[src/rtl/pgt_pkg.sv]
package pgt_pkg;

  typedef enum logic [2:0] {
    SEQ_OFF    = 3'd0,
    SEQ_LIN1   = 3'd1,
    SEQ_LIN2   = 3'd2,
    SEQ_SOFT   = 3'd3,
    SEQ_BOOST  = 3'd4,
    SEQ_BYPASS = 3'd5,
    SEQ_FAULT  = 3'd6,
    SEQ_RSVD   = 3'd7
  } seq_state_e;

  typedef struct packed {
    logic hot;    // above shutdown trip
    logic warm;   // above shutdown release
    logic trip;   // above warning trip
    logic keep;   // above warning release
    logic ilim;   // current limit
  } cmp_flags_t;

  localparam int unsigned CMP_W = $bits(cmp_flags_t);

  function automatic logic seq_running(input seq_state_e s);
    return (s == SEQ_BOOST) || (s == SEQ_BYPASS);
  endfunction

  function automatic logic seq_off(input seq_state_e s);
    return s == SEQ_OFF;
  endfunction

endpackage

[src/rtl/pgt_sync.sv]
module pgt_sync #(
  parameter int unsigned WIDTH  = 1,
  parameter int unsigned STAGES = 2
) (
  input  logic             clk_i,
  input  logic             rst_ni,
  input  logic [WIDTH-1:0] d_i,
  output logic [WIDTH-1:0] q_o
);

  logic [WIDTH-1:0] stage_q [STAGES];

  generate
    for (genvar i = 0; i < STAGES; i++) begin : g_stage
      if (i == 0) begin : g_first
        always_ff @(posedge clk_i or negedge rst_ni) begin
          if (!rst_ni) stage_q[i] <= '0;
          else         stage_q[i] <= d_i;
        end
      end else begin : g_next
        always_ff @(posedge clk_i or negedge rst_ni) begin
          if (!rst_ni) stage_q[i] <= '0;
          else         stage_q[i] <= stage_q[i-1];
        end
      end
    end
  endgenerate

  assign q_o = stage_q[STAGES-1];

endmodule

[src/rtl/pgt_hyst_latch.sv]
module pgt_hyst_latch (
  input  logic clk_i,
  input  logic rst_ni,
  input  logic clr_i,   // dominant clear
  input  logic set_i,   // upper threshold crossed
  input  logic hold_i,  // still above lower threshold
  output logic q_o
);

  logic q_q;

  always_ff @(posedge clk_i or negedge rst_ni) begin
    if (!rst_ni)      q_q <= 1'b0;
    else if (clr_i)   q_q <= 1'b0;
    else if (set_i)   q_q <= 1'b1;
    else if (!hold_i) q_q <= 1'b0;
  end

  assign q_o = q_q;

endmodule

[src/rtl/pgt_ovl_timer.sv]
module pgt_ovl_timer #(
  parameter int unsigned LIMIT = 64
) (
  input  logic clk_i,
  input  logic rst_ni,
  input  logic clr_i,
  input  logic active_i,
  input  logic tick_i,
  output logic expired_o
);

  localparam int unsigned CW = $clog2(LIMIT + 1);
  localparam logic [CW-1:0] LIM = CW'(LIMIT);

  logic [CW-1:0] cnt_q;

  always_ff @(posedge clk_i or negedge rst_ni) begin
    if (!rst_ni)                     cnt_q <= '0;
    else if (clr_i || !active_i)     cnt_q <= '0;
    else if (tick_i && cnt_q != LIM) cnt_q <= cnt_q + 1'b1;
  end

  assign expired_o = (cnt_q == LIM);

endmodule

[src/rtl/pg_thermal_flags.sv]
module pg_thermal_flags
  import pgt_pkg::*;
#(
  parameter int unsigned OVL_TICKS   = 64,
  parameter int unsigned SYNC_STAGES = 2
) (
  input  logic       clk_i,
  input  logic       rst_ni,
  input  logic [2:0] seq_state_i,
  input  logic       temp_gt150_i,
  input  logic       temp_gt130_i,
  input  logic       temp_gt120_i,
  input  logic       temp_gt100_i,
  input  logic       ilim_i,
  input  logic       tick_i,
  output logic       pg_o,
  output logic       tsd_req_o
);

  seq_state_e state;
  logic       st_run, st_off;
  cmp_flags_t flags_raw, flags_s;
  logic       hot_s, cool_s;
  logic       warn_q, ovl_hit, pg_q;

  assign state  = seq_state_e'(seq_state_i);
  assign st_run = seq_running(state);
  assign st_off = seq_off(state);

  assign flags_raw = '{hot:  temp_gt150_i, warm: temp_gt130_i,
                       trip: temp_gt120_i, keep: temp_gt100_i,
                       ilim: ilim_i};

  pgt_sync #(.WIDTH(CMP_W), .STAGES(SYNC_STAGES)) u_sync (
    .clk_i (clk_i),
    .rst_ni(rst_ni),
    .d_i   (flags_raw),
    .q_o   (flags_s)
  );

  assign hot_s  = flags_s.hot;
  assign cool_s = flags_s.warm;

  // shutdown band
  pgt_hyst_latch u_tsd (
    .clk_i (clk_i),
    .rst_ni(rst_ni),
    .clr_i (st_off),
    .set_i (flags_s.hot),
    .hold_i(flags_s.warm),
    .q_o   (tsd_req_o)
  );

  // early-warning band
  pgt_hyst_latch u_warn (
    .clk_i (clk_i),
    .rst_ni(rst_ni),
    .clr_i (st_off),
    .set_i (flags_s.trip),
    .hold_i(flags_s.keep),
    .q_o   (warn_q)
  );

  pgt_ovl_timer #(.LIMIT(OVL_TICKS)) u_ovl (
    .clk_i    (clk_i),
    .rst_ni   (rst_ni),
    .clr_i    (st_off),
    .active_i (flags_s.ilim),
    .tick_i   (tick_i),
    .expired_o(ovl_hit)
  );

  always_ff @(posedge clk_i or negedge rst_ni) begin
    if (!rst_ni) pg_q <= 1'b0;
    else         pg_q <= st_run && !warn_q && !ovl_hit;
  end

  // leaving the running states withdraws power good without waiting for an edge
  assign pg_o = pg_q && st_run;

endmodule

[config.mk]
export PLATFORM = sky130hd
export DESIGN_NAME = pg_thermal_flags
export DESIGN_NICKNAME = d
export VERILOG_FILES = /design/src/rtl/pgt_pkg.sv /design/src/rtl/pgt_sync.sv /design/src/rtl/pgt_hyst_latch.sv /design/src/rtl/pgt_ovl_timer.sv /design/src/rtl/pg_thermal_flags.sv
export SDC_FILE = /design/constraint.sdc
export NUM_CORES = 1
export LEC_CHECK = 0
export BUFFER_PORTS_ARGS = -buffer_cell sky130_fd_sc_hd__buf_2
export CAP_MARGIN = 20
export CELL_PAD_IN_SITES_DETAIL_PLACEMENT = 1
export CELL_PAD_IN_SITES_GLOBAL_PLACEMENT = 2
export CORE_MARGIN = 3
export CORE_UTILIZATION = 37
export CTS_CLUSTER_DIAMETER = 150
export CTS_CLUSTER_SIZE = 20
export DETAILED_ROUTE_END_ITERATION = 8
export PLACE_DENSITY = 0.88
export SYNTH_ARGS = -nofsm -noshare
export SYNTH_HDL_FRONTEND = slang
export SYNTH_SLANG_ARGS = --single-unit
[constraint.sdc]
create_clock -name clk_i -period 2.25 [get_ports clk_i]
set_input_delay 0.1125 -clock clk_i [delete_from_list [all_inputs] [get_ports clk_i]]
set_output_delay 0.1125 -clock clk_i [all_outputs]
set_load 0.05 [all_outputs]
==> summary.md <==
| Metric | Value |
|---|---|
| Top cells by count, synth | `dfrtp_1 (20), nand2_1 (6), a21oi_1 (5)` |
| Top cells by area, synth | `dfrtp_1 (66%), a21oi_1 (3.3%), ha_1 (3.3%)` |
| WL/cell | `roughly 14 µm` |
| Placed insts | `99` |
| Reg2reg setup slack | `about 0.8 ns` |
| Slew Limit Fails | `0` |
| Initial Util | `between 40% and 50%` |
| Total gr overflow | `0` |
| Clk_skew | `0.00296 ns` |
| Minimum clock period | `between 1 and 1.5 ns` |
| Initial DRC Count | `6` |
| Die width | `51.3 µm` |
| Status | `complete, no violations` |
| Placed cell area | `around 850 µm²` |
| Setup Viol. Count Final | `0` |
| Clock-pin slew on the worst setup and hold paths | `between 0.1 and 0.15 ns` |
| Critical path's top delay family | `flip-flops` |
| Static leakage | `roughly 0.43 nW` |
| Mean Syn Cell Area | `12.3 µm²` |
| CP max stage delay | `roughly 0.43 ns` |
| Critical path arrival | `roughly 1.7 ns` |
| Antenna Nets Post-Route | `0` |
| Clock insertion delay at the later pin of the skew report | `~0.3 ns` |
| Yosys top cell area share | `about 66%` |
| H-tree Lvls | `1` |
| Fill cell total of the finished layout | `approximately 210` |
| Asr flop ratio synth | `100%` |
| Netlist cell types | `21` |
| Primary FF master, synth | `dfrtp_1` |
| First-pass DRT Iterations | `4` |
| Initial antenna violation count | `0` |
| Post-Synthesis Cells | `62` |
| Clock Tree Root | `clkbuf_4` |
| Diodes inserted | `0` |
| Vias per std cell | `slightly below 5` |
| Layout net count | `a little under 100` |
| Hold-critical path depth | `2` |
| Critical path startpoint category | `register` |
| Drc violations | `0` |
| Post-DP HPWL | `1.12 mm` |
| Total track usage | `14.9%` |
| Count of flip-flops with a built-in enable after synthesis | `0` |
| Hold Path End | `pg_q` |
| Register area share after synthesis | `between 60% and 70%` |
| Setup_tns | `0 ns` |
| Dominant cell type by area after synthesis | `dfrtp_1` |
| Via count | `540` |
| Peak VDD IR | `about 0.00039 V` |
| Vias in the first global route | `603` |
| Slew headroom | `between 70 and 80%` |
| Least-Margin Pin Slew | `0.435 ns` |
| Die Ht | `51.3 µm` |
| Max_cap viols | `0` |
| Sink Count | `20` |
| Crit Path Max Fanout | `5` |
| CTS tree | `built` |
| Max clock buf depth | `2` |
| Critical Path RT | `2.48 ns` |
| Core ar. | `~1800 µm²` |
| Fmax | `686 MHz` |
| Unrepaired setup endpoints after global routing | `no` |
| Final Cycle Share | `between 60% and 70%` |
| Buffers and inverters on the worst path | `1` |
| Num ports | `13` |
| Fin. Hold Viols | `0` |
| Yosys reg bits | `20` |
| I/O Buffers | `12` |
| Area Growth Syn to Fin | `24.7%` |
| Worst hold margin | `0.0315 ns` |
| Synth warn | `0` |
| Final WL | `1.52 mm` |
| HP Start | `seq_state_i[1]` |
| Most common cell in the synthesized netlist | `dfrtp_1` |
| Pin count of the biggest net entering global routing | `21` |
| FF-to-FF Start | `u_ovl.cnt_q[0]` |
| Reg2reg end | `u_ovl.cnt_q[0]` |
| Hold crit path type | `input port to register` |
| Final core occ | `between 50% and 60%` |
| Worst Setup Path Type | `register to register` |
| Mapped Area | `between 700 and 800 µm²` |
| Num CTS Buffers | `3` |
| FP Rows | `15` |
| Crit path launch | `u_ovl.cnt_q[0]` |
| Final GP Congestion | `between 0.7 and 0.8` |
| Worst-path cell chain | `inv_1 -> ha_1 -> nor4b_2 -> a21boi_1 -> mux2i_1` |
| Post-CTS setup buffers | `0` |
| Slowest CP cell | `dfrtp_1` |
| First-pass GRT wire length | `around 2.7 mm` |
| Final instance area | `948 µm²` |
| Fraction of layout cells with a size suffix above 1 | `around a fifth` |
| Cell Pwr Density | `about 690 nW/µm²` |
| Post-Layout Cell Count | `around 110` |
| Die ar. | `about 2600 µm²` |
| R2R depth | `5` |
| Worst setup EP type | `register` |
| Syn_nets | `75` |
## cell families (layout without fill, tap and decap cells)
group | Yosys count | after routing | share of synthesized area (%)
AND/OR/NAND/NOR | 22 | 22 | 15.5
flip-flops | 20 | 20 | 65.8
AO/OA/AOI/OAI | 11 | 11 | 9.05
buffers and inverters | 3 | 25 | 1.48
adder cells (fa/ha/maj) | 2 | 2 | 3.29
XOR/XNOR | 2 | 2 | 2.30
multiplexers | 2 | 2 | 2.63
## through the flow
| step | power [mW] | setup WS [ns] |
|---|---|---|
| floorplan | 0.415 | 0.688 |
| CTS | 0.662 | 0.781 |
| detailed placement | 0.443 | 0.787 |
| finish | 0.651 | 0.793 |
| global placement | 0.440 | 0.869 |
| global route | 0.689 | 0.637 |
## flip-flops by register name (all words and copies together), names as in the netlist
name	flops
u_tsd.q_o	1
u_warn.q_o	1
pg_q	1
u_ovl.cnt_q	7
u_sync.stage_q	5
u_sync.q_o	5
## power breakdown
group          leakage (nW)  total, mW  internal (mW)  switching (mW)
logic                 0.162     0.0595         0.0255          0.0340
registers             0.249      0.383          0.375         0.00828
clock network        0.0210      0.208         0.0988           0.109
## how the worst max path moves through the flow
stage,cells after the start,to
2_1_floorplan,1,pg_o
4_1_cts,5,u_ovl.cnt_q[0]
5_1_grt,4,pg_q
6_report,5,u_ovl.cnt_q[0]
3_5_place_dp,5,u_ovl.cnt_q[0]
3_3_place_gp,5,u_ovl.cnt_q[1]
## what timing repair did
action	in CTS	in global routing
hold endpoints to repair	25	0
hold buffers	6	0
resized for setup	0	0
## placed cells by master (no fill, tap or decap)
cell type	count
nand3_1	3
nand4_1	2
clkbuf_4	3
a21boi_1	1
nor2_1	4
inv_1	3
nor4b_2	1
a2111oi_0	1
xor2_1	2
dfrtp_1	20
o31a_1	1
nor3b_1	1
nor3_1	1
nor2b_1	1
o21ai_0	2
nand2b_1	1
buf_2	12
a211o_1	1
a21oi_1	5
dlygate4sd3_1	6
nand2_1	6
ha_1	2
or3_1	2
clkbuf_8	1
mux2i_1	2
## per-layer routing
| metal | track usage, % | part of all wire, % | vias up |
|---|---|---|---|
| met5 | 0 | 0 | - |
| met4 | 11.8 | 2.9 | 0 |
| met3 | 4.37 | 5.6 | 4 |
| met2 | 21.5 | 46 | 14 |
| met1 | 18.6 | 45 | 263 |
| li1 | - | - | 259 |
## cell type report
cell class                      count  area (µm²)  share of cell area, %
Timing Repair Buffer               18         120                   12.7
Clock buffer                        4        36.3                   3.83
Tap cell                           25        31.3                   3.30
Inverter                            3        11.3                   1.19
Multi-Input combinational cell     39         249                   26.3
Sequential cell                    20         500                   52.8
No activity file was read; power rests on OpenSTA's default activity.
